<file path="config.mk">
export PLATFORM = sky130hd
export DESIGN_NAME = wdec_strobe_decoder
export DESIGN_NICKNAME = d
export VERILOG_FILES = /design/src/rtl/wdec_pkg.sv /design/src/rtl/wdec_fall_detect.sv /design/src/rtl/wdec_window.sv /design/src/rtl/wdec_line_drive.sv /design/src/rtl/wdec_strobe_decoder.sv
export SDC_FILE = /design/constraint.sdc
export NUM_CORES = 1
export LEC_CHECK = 0
export ABC_AREA = 0
export BUFFER_PORTS_ARGS = -buffer_cell sky130_fd_sc_hd__buf_2
export CORE_AREA = 5 5 42 44
export DETAILED_ROUTE_END_ITERATION = 12
export DIE_AREA = 0 0 47 49
export GPL_TIMING_DRIVEN = 0
export HOLD_SLACK_MARGIN = 0.1
export MAX_ROUTING_LAYER = met4
export PLACE_DENSITY = 0.69
export SLEW_MARGIN = 20
export SYNTH_ARGS = -nofsm -noshare
export SYNTH_HDL_FRONTEND = slang
export SYNTH_SLANG_ARGS = --single-unit
</file>
<file path="constraint.sdc">
create_clock -name clk_i -period 1 [get_ports clk_i]
set_input_delay 0.1 -clock clk_i [delete_from_list [all_inputs] [get_ports clk_i]]
set_output_delay 0.1 -clock clk_i [all_outputs]
set_load 0.005 [all_outputs]
</file>
<file path="src/rtl/wdec_pkg.sv">
package wdec_pkg;

    localparam int unsigned SEL_W_DEF = 3;
    localparam int unsigned SYNC_DEF  = 2;

    typedef enum logic {
        WIN_SHUT = 1'b0,
        WIN_OPEN = 1'b1
    } win_state_e;

    function automatic logic [(1 << SEL_W_DEF) - 1:0] onehot_of(
        input logic [SEL_W_DEF - 1:0] code
    );
        logic [(1 << SEL_W_DEF) - 1:0] v;
        v = '0;
        v[code] = 1'b1;
        return v;
    endfunction

endpackage

</file>
<file path="src/rtl/wdec_fall_detect.sv">
module wdec_fall_detect #(
    parameter int unsigned STAGES = 2
) (
    input  logic clk_i,
    input  logic rst_i,
    input  logic level_i,
    output logic fall_o
);
    typedef struct packed {
        logic [STAGES-1:0] shift;
        logic              prev;
    } sync_t;

    sync_t st_d, st_q;

    always_comb begin
        st_d       = st_q;
        st_d.shift = {st_q.shift[STAGES-2:0], level_i};
        st_d.prev  = st_q.shift[STAGES-1];
        if (rst_i) begin
            st_d = '0;
        end
    end

    always_ff @(posedge clk_i) begin
        st_q <= st_d;
    end

    assign fall_o = st_q.prev & ~st_q.shift[STAGES-1];

endmodule

</file>
<file path="src/rtl/wdec_window.sv">
module wdec_window
    import wdec_pkg::*;
(
    input  logic clk_i,
    input  logic rst_i,
    input  logic ce_i,
    input  logic open_i,
    input  logic close_i,
    output logic win_o
);
    win_state_e win_d, win_q;

    always_comb begin
        win_d = win_q;
        if (open_i) begin
            win_d = WIN_OPEN;
        end
        if (close_i || !ce_i || rst_i) begin
            win_d = WIN_SHUT;
        end
    end

    always_ff @(posedge clk_i) begin
        win_q <= win_d;
    end

    assign win_o = (win_q == WIN_OPEN);

endmodule

</file>
<file path="src/rtl/wdec_line_drive.sv">
module wdec_line_drive #(
    parameter int unsigned SEL_W = 3
) (
    input  logic                     clk_i,
    input  logic                     rst_i,
    input  logic                     ce_i,
    input  logic                     win_i,
    input  logic [SEL_W-1:0]         cmd_i,
    output logic [(1 << SEL_W)-1:0]  lines_o
);
    localparam int unsigned OUT_N = 1 << SEL_W;

    logic [OUT_N-1:0] dec_w;
    logic [OUT_N-1:0] lines_d, lines_q;

    for (genvar g = 0; g < OUT_N; g++) begin : g_line
        assign dec_w[g] = (cmd_i == SEL_W'(g));
    end

    always_comb begin
        lines_d = '0;
        if (ce_i && win_i && !rst_i) begin
            lines_d = dec_w;
        end
    end

    always_ff @(posedge clk_i) begin
        lines_q <= lines_d;
    end

    assign lines_o = lines_q;

endmodule

</file>
<file path="src/rtl/wdec_strobe_decoder.sv">
module wdec_strobe_decoder #(
    parameter int unsigned SEL_W  = 3,
    parameter int unsigned STAGES = 2,
    localparam int unsigned OUT_N = 1 << SEL_W
) (
    input  logic             clk_i,
    input  logic             rst_i,
    input  logic             ce_i,
    input  logic             stb_a_i,
    input  logic             stb_b_i,
    input  logic [SEL_W-1:0] cmd_i,
    output logic [OUT_N-1:0] lines_o
);
    localparam int unsigned NSTB = 2;

    logic [NSTB-1:0] stb_w;
    logic [NSTB-1:0] fall_w;
    logic            open_w;
    logic            close_w;
    logic            win_w;

    assign stb_w = {stb_b_i, stb_a_i};

    for (genvar s = 0; s < NSTB; s++) begin : g_sync
        wdec_fall_detect #(.STAGES(STAGES)) u_fd (
            .clk_i   (clk_i),
            .rst_i   (rst_i),
            .level_i (stb_w[s]),
            .fall_o  (fall_w[s])
        );
    end

    assign open_w  = fall_w[0];
    assign close_w = fall_w[1];

    wdec_window u_win (
        .clk_i   (clk_i),
        .rst_i   (rst_i),
        .ce_i    (ce_i),
        .open_i  (open_w),
        .close_i (close_w),
        .win_o   (win_w)
    );

    wdec_line_drive #(.SEL_W(SEL_W)) u_drv (
        .clk_i   (clk_i),
        .rst_i   (rst_i),
        .ce_i    (ce_i),
        .win_i   (win_w),
        .cmd_i   (cmd_i),
        .lines_o (lines_o)
    );

endmodule

</file>
==> results.toml, run 1 <==
[power_and_ir_drop]
p_leak_uw = 0.000295
ir_drop_uv = 759
powerDensity_nw_per_um2 = 1600

[cts]
htree_levels = 1
cts_tree = "done"
clock_tree.buffer_depth = 2
worstSkewPairLatency_ns = 0.28
cts_sinks = 15
cts_root_buf = "clkbuf_4"
clk_pin_slew_ns = 0.09
cts_resized = 0
cts_buffers = 3

[global_route]
gr-usage-all-layers_pct = 8.36
gr-total-overflow = 0
antenna_found_initial = 0
grt_pass1_vias = 312
grt_pass1_wl_um = 1360
grt_max_degree = 10

[route]
wl_met2_um = 369
drtAntennaViolNets = 0
highest_layer = "met4"
met3WireLength_um = 76
route.vias.total = 322
drt_iter0_markers = 6
dr.pass1.iters = 2
wl_met1_um = 344
routedWlPerCell_um = 10.4
vias_per_cell = 4.18
drt-total-wl_um = 798
drc_errors = 0

[critical_path]
critPathBufInv = 2
r2r_start = "u_win.win_o"
slowest_delay_ns = 0.53
endpoint_kind = "flop"
cpMaxStageDelayCell = "dlygate4sd3_1"
critPathArrivalTime_ns = 1.06
worstSetupStartpointType = "primary input"
r2r_slack_ns = 0.19
path_max_fanout = 5
r2r-end = "u_drv.lines_o[1]"
cp_top_family = "buffers and inverters"
r2r_cells = 2
critPathKind = "primary input to flop"
required_ns = 1.21
worstPathCellList = "dlygate4sd3_1, buf_2, nand2b_1, nor2_1"

[synthesis]
synth_top_area_share_pct = 64.5
synthTopCellsByArea = "dfxtp_1 (65%), and2b_2 (11%), nor2_1 (4.8%)"
yosysWarnings = 0
ys_types = 12
ys_async_sr_fraction_pct = 0
synth_seq_cells = 15
syn_nets = 46
synth_edf_count = 0
syn_inst = 38
yosys-top-cells-count = "dfxtp_1 (15), and2b_2 (6), nor2_1 (6), nand2b_1 (2), nor3_2 (2)"
synth.avg_cell_area_um2 = 12.2
ys.flop_type = "dfxtp_1"
yosysMostFrequentCell = "dfxtp_1"
syn_area_um2 = 465
yosys.area.top_type = "dfxtp_1"
synth-seq-area-share_pct = 64.5

[final_layout]
area_growth_pct = 34.9
nFillCells = 143
nets = 70
post_route_cells_drive_above_1_share_pct = 47.5
antenna_cells = 0

[hold_path]
min_path_type = "primary input to flop"
min-delay-start = "ce_i"
min_path_cells = 3
hold_end = "u_drv.lines_o[0]"

[floorplan]
io-pin-count = 16
chipHeight_um = 49
fp.dieW_um = 47
dieArea_um2 = 2300
core_um2 = 1400
row_count = 14
start_util_pct = 33.2

[timing]
rsz0062_at_grt = "false"
finalCritPeriodShare_pct = 84.5
fin_skew_ns = 0.00132
setup_violations = 0
slew-limit-headroom_pct = 86.8
finalHoldViolations = 0
fmax_mhz = 1180
tightestPinTransition_ns = 0.197
worst_hold_slack_ns = 0.151
setup_tns_ns = 0
drv_slew = 0
period_minus_slack_ns = 0.845

[flow_run]
cap_violations = 0

[outcome]
status = "finished clean"

[placement]
dp_hpwl_um = 527
port_buffers = 15
place_congestion = 0.689
[area by class of cell]
| cell class | instances | area [um2] | share of cell area (%) |
|---|---|---|---|
| Timing Repair Buffer | 19 | 115 | 18.3 |
| Sequential cell | 15 | 300 | 47.8 |
| Clock buffer | 3 | 22.5 | 3.59 |
| Multi-Input combinational cell | 22 | 161 | 25.7 |
| Clock inverter | 1 | 5.00 | 0.797 |
| Inverter | 1 | 3.75 | 0.598 |
| Tap cell | 16 | 20.0 | 3.19 |
[flip-flops by register name, indices dropped and copies added (netlist names)]
name              flops
g_sync.u_fd.st_q      6
u_win.win_o           1
u_drv.lines_o         8
[worst register-to-register path, cell delays in order (launching register included)]
cell	delay, ns
dfxtp_1	0.39
nand4b_1	0.21
nor3_2	0.15
[routing by layer]
layer | vias to the layer above | track usage [%]
met3 | 2 | 3.32
met4 | 0 | 4.15
met5 | - | -
met2 | 12 | 11.5
li1 | 168 | -
met1 | 140 | 10.3
[what timing repair did]
action	CTS	global route
hold buffers	4	0
endpoints found under the hold margin	6	0
buffers inserted	0	0
[where the power goes]
part           switching, uW  internal [uW]  total [uW]  leakage, uW
Sequential              3.30            607         610     0.000122
Combinational           21.5           36.6        58.1     0.000156
Clock                    186            148         334    0.0000177
[logic make-up after synthesis]
| logic type | share of synthesized area [%] |
|---|---|
| buf+inv | 0.806 |
| compound gates | 2.42 |
| simple gates | 32.3 |
| flops | 64.5 |
[worst max path at each step]
stage / start / endpoint / cells past startpoint
CTS: cmd_i[1] / u_drv.lines_o[4] / 4
global route: cmd_i[1] / u_drv.lines_o[4] / 4
finish: cmd_i[1] / u_drv.lines_o[4] / 4
global placement: u_win.win_o / u_drv.lines_o[1] / 2
floorplan: g_sync[0].u_fd.st_q[0] / u_win.win_o / 2
detailed placement: u_win.win_o / u_drv.lines_o[1] / 2
[cell usage in the layout, fill, tap and decap left out, drive strengths merged]
cell type / n
dfxtp: 15
buf: 15
and2b: 7
nor2: 6
dlygate4sd3: 4
clkbuf: 3
nand2b: 2
nor3: 2
nand4b: 1
nand4bb: 1
inv: 1
nor2b: 1
o221a: 1
nand2: 1
clkinv: 1
[stage by stage]
step	worst slack (ns)	power, uW	utilization (%)	cell area (um2)	std cells
finish	0.155	1000	44.8	628	77
global route	0.105	1060	44.8	628	77
CTS	0.149	1020	44.8	628	77
detailed placement	0.202	670	40.0	561	69
global placement	0.193	669	40.0	561	69
floorplan	0.277	645	-	465	38
No activity file was read; power rests on OpenSTA's default activity.
==> run 2: changes to the inputs <==
Clock period 1 ns to 0.8 ns, I/O delays scaled along.
==> run 2 against run 1 <==
Effect of this change:
- the run now ends with setup timing left
- clock power grew 24%
- core utilization grew 1.3 points
- critical endpoint is now lines_o[1]
- first-iteration DRC count shrank 17%
- clock skew shrank 0.00073 ns
==> results.toml, run 2 (synthesis results as in run 1) <==
[cts]
post_cts.repair.setup_buffers = 0
cts_root_buf = "clkbuf_4"
cts_buffers = 3
clk_pin_slew_ns = 0.09
htree_levels = 1
cts_sinks = 15
clock_tree.buffer_depth = 2
cts_tree = "done"
worstSkewPairLatency_ns = 0.27

[final_layout]
post_route_cells_drive_above_1_share_pct = 49.2
antenna_cells = 0
nFillCells = 140
largest_reg_flops = 8
nets = 70
area_growth_pct = 39.0
layout_common_cells = "dfxtp_1 (13), buf_2 (13), nor2_1 (6), and2b_2 (6)"

[critical_path]
r2r-end = "u_drv.lines_o[1]"
endpoint_kind = "output port"
path_max_fanout = 1
r2r_slack_ns = 0.04
r2r_cells = 2
cp_top_family = "flip-flops"
cp.depth = 1
critPathKind = "flop to output port"
worstSetupStartpointType = "flop"
worstSetupEndpoint = "lines_o[1]"
slowest_delay_ns = 0.33
critPathArrivalTime_ns = 0.73
required_ns = 0.72
cpMaxStageDelayCell = "dfxtp_1"
cp-startpoint = "u_drv.lines_o[1]"
critPathBufInv = 1
worstPathCellList = "buf_2"
r2r_start = "u_win.win_o"

[power_and_ir_drop]
sequentialPowerShare_pct = 60.9
powerDensity_nw_per_um2 = 1940
p_sw_uw = 261
power.internal_uw = 993
swShare_pct = 20.8
ir_drop_uv = 942
p_leak_uw = 0.000316
p_clk_share_pct = 33.1
combPwrFrac_pct = 6.1

[placement]
dp_hpwl_um = 527
port_buffers = 15
place_congestion = 0.689

[route]
drt_iter0_markers = 5
drc_errors = 0
vias_per_cell = 4.16
drt-total-wl_um = 787
route.vias.total = 320
drtAntennaViolNets = 0
routedWlPerCell_um = 10.2
dr.pass1.iters = 3

[floorplan]
start_util_pct = 33.2
core_um2 = 1400
io-pin-count = 16
dieArea_um2 = 2300
chipHeight_um = 49
row_count = 14
fp.dieW_um = 47

[timing]
worst_hold_slack_ns = 0.0952
setup_slack_ns = -0.00887
tightestPinTransition_ns = 0.212
slew-limit-headroom_pct = 85.9
setup_violations = 1
finalCritPeriodShare_pct = 101
drv_slew = 0
period_minus_slack_ns = 0.809
finalHoldViolations = 0
fin_skew_ns = 0.000583
rsz0062_at_grt = "true"
setup_tns_ns = -0.00887
fmax_mhz = 1240

[hold_path]
min_path_type = "primary input to flop"
min-delay-start = "cmd_i[1]"
min_path_cells = 3

[global_route]
gr-usage-all-layers_pct = 8.29
grt_pass1_vias = 315
grt_pass1_wl_um = 1350
gr-total-overflow = 0
grt_max_degree = 10
antenna_found_initial = 0

[outcome]
status = "complete, but fails checks"
violations = "setup timing"

[flow_run]
cap_violations = 0
[run 2: layer usage]
| layer | GRT usage, % | share of wire, % | wire length [um] |
|---|---|---|---|
| met5 | - | 0 | 0 |
| met4 | 4.15 | 1.0 | 8 |
| met3 | 3.32 | 8.9 | 70 |
| met2 | 11.3 | 47 | 370 |
| met1 | 10.3 | 43 | 337 |
[run 2: final cells by class]
cell class                 count  area (um2)  share of cell area [%]
sequential                    15         303                    46.8
multi-input combinational     22         161                    25.0
clock buffer                   3        22.5                    3.48
clock inverter                 1        5.00                   0.774
tap                           16        20.0                    3.09
inverter                       1        3.75                   0.580
timing repair buffer          19         131                    20.3
[run 2: worst min-delay path by stage]
stage / endpoint / slack (ns)
final: u_drv.lines_o[5] / 0.1
after global routing: u_drv.lines_o[5] / 0.12
after CTS: u_drv.lines_o[2] / 0.07
after detailed placement: g_sync[1].u_fd.st_q[1] / 0.30
after global placement: g_sync[0].u_fd.st_q[1] / 0.30
after floorplan: u_drv.lines_o[0] / 0.15
[run 2: timing repair]
action                     CTS  global route
hold endpoints to repair     7             2
setup endpoints to repair    5            13
resized for setup            1             4
pin swaps                    1             3
hold buffers                 4             1
[run 2: stage by stage]
step | total power (uW) | cells | area [um2] | worst slack, ns | utilization (%)
3_5_place_dp | 838 | 69 | 561 | 0.00238 | 40.0
4_1_cts | 1270 | 77 | 629 | -0.00243 | 44.9
2_1_floorplan | 807 | 38 | 465 | 0.0767 | -
5_1_grt | 1320 | 77 | 647 | -0.0374 | 46.2
3_3_place_gp | 837 | 69 | 561 | -0.00716 | 40.0
6_report | 1250 | 77 | 647 | -0.00887 | 46.2
[run 2: tightest hold or removal path: cells and delay by family]
family                 cells  cell delay, ns
buffers and inverters      1            0.09
AND/OR/NAND/NOR            2            0.16
[run 2: power by group through the flow]
stage	registers [uW]	clock network [uW]	logic, uW
global route	764	476	84.1
floorplan	779	0	27.4
finish	763	415	75.9
detailed placement	781	0	57.2
CTS	763	439	72.3
global placement	780	0	56.4
==> run 3: changes to the inputs <==
Settings changed: SETUP_SLACK_MARGIN set to 0.4.
==> run 3 against run 2 <==
Effect of this change:
- worst hold slack worse by 0.075 ns
- global-route usage down 0.87 points
- core utilization down 1.5 points
- final area down 3.3%
- cell count down 5.2%
- critical path type unchanged
- sequential power about the same
- critical path depth unchanged
- wire length down 9.5%
- largest cell class unchanged
- the run now ends clean
- sequential share of layout area up 2.8 points
- clock power down 1%
==> results.toml, run 3 (synthesis results as in run 1) <==
[final_layout]
largest_reg_flops = 8
layout_common_cells = "buf_2 (13), dfxtp_1 (9), and2b_2 (6)"
finalNonFillerCells = 73
antenna_cells = 0
post_route_cells_drive_above_1_share_pct = 63.2
final_util_pct = 44.6
area_growth_pct = 34.4
final_common_cell = "buf_2"
nets = 66

[critical_path]
critPathBufInv = 1
slowest_delay_ns = 0.32
worstPathCellList = "buf_2"
critPathArrivalTime_ns = 0.70
cp_top_family = "flip-flops"
endpoint_kind = "output port"
path_max_fanout = 1
critPathKind = "flop to output port"
required_ns = 0.72
cpMaxStageDelayCell = "dfxtp_2"
worstSetupStartpointType = "flop"

[floorplan]
start_util_pct = 33.2
row_count = 14
fp.dieW_um = 47
io-pin-count = 16
dieArea_um2 = 2300
chipHeight_um = 49
core_um2 = 1400

[timing]
finalHoldViolations = 0
setup_violations = 0
drv_slew = 0
rsz0062_at_grt = "true"
finalCritPeriodShare_pct = 97.5
tightestPinTransition_ns = 0.205
slew-limit-headroom_pct = 86.3
setup_slack_ns = 0.0199
fin_skew_ns = 0.00291
fmax_mhz = 1280
period_minus_slack_ns = 0.780

[cts]
worstSkewPairLatency_ns = 0.27
cts_root_buf = "clkbuf_4"
clock_tree.buffer_depth = 2
cts_buffers = 3
post_cts.repair.setup_buffers = 0
clk_pin_slew_ns = 0.08
htree_levels = 1
cts_sinks = 15
cts_tree = "done"

[route]
routedWlPerCell_um = 9.75
drt_iter0_markers = 1
route.vias.total = 305
drt-total-wl_um = 712
drc_errors = 0
dr.pass1.iters = 2
vias_per_cell = 4.18
drtAntennaViolNets = 0

[outcome]
status = "finished clean"

[placement]
place_congestion = 0.680
post-place-ws_ns = 0.0200
dp.cells = 69
port_buffers = 15

[power_and_ir_drop]
ir_drop_uv = 761
power.total_uw = 1230
powerDensity_nw_per_um2 = 1970
p_leak_uw = 0.000284

[flow_run]
cap_violations = 0

[global_route]
grt_max_degree = 10
grt_pass1_wl_um = 1170
gr-total-overflow = 0
antenna_found_initial = 0
gr-usage-all-layers_pct = 7.42
grt_pass1_vias = 268

[hold_path]
min_path_type = "primary input to flop"
-- run 3: changes by cell type in the layout (fill, tap and decap cells not counted), sizes merged --
cell and delta:
buf +1, clkinv -1, dlymetal6s4s -2, clkbuf +1, dlygate4sd3 -3
-- run 3: final timing paths --
kind / from / to / slack (ns) / cells past startpoint
min reg2reg: g_sync[0].u_fd.st_q[1] / g_sync[0].u_fd.st_q[2] / 0.45 / 1
max: u_drv.lines_o[4] / lines_o[4] / 0.02 / 1
max reg2reg: u_win.win_o / u_drv.lines_o[1] / 0.03 / 2
min: stb_b_i / g_sync[1].u_fd.st_q[1] / 0.02 / 2
-- run 3: per-stage QoR --
stage	TNS [ns]	hold WS, ns	instance area (um2)
2_1_floorplan	0	0.149	465
3_3_place_gp	-0.00242	0.302	561
4_1_cts	0	0.0140	588
3_5_place_dp	0	0.304	561
5_1_grt	-0.123	0.00632	626
6_report	0	0.0200	626
-- run 3: area by class of cell --
| cell class | count | area (um2) |
|---|---|---|
| clock buffers | 4 | 26.3 |
| fillers | 141 | 776 |
| inverters | 1 | 3.75 |
| well taps | 16 | 20.0 |
| repair buffers | 15 | 87.6 |
| multi-input cells | 22 | 178 |
| flip-flops and latches | 15 | 310 |
-- run 3: where the power goes --
part / switching, uW / internal [uW]
sequential: 3.89 / 756
combinational: 26.0 / 35.3
clock: 218 / 193
total: 248 / 985
-- run 3: repair_timing --
| action | 4_1_cts | 5_1_grt |
|---|---|---|
| endpoints found under the setup margin | 21 | 21 |
| hold endpoints to repair | 5 | 4 |
| pin swaps | 2 | 3 |
| resized for setup | 1 | 11 |
-- run 3: per-layer routing --
metal	GRT usage, %	up-vias	share of wire (%)
li1	-	160	-
met1	9.23	130	44
met2	9.50	11	44
met3	2.58	4	9.1
met4	5.53	0	3.5
met5	-	-	0
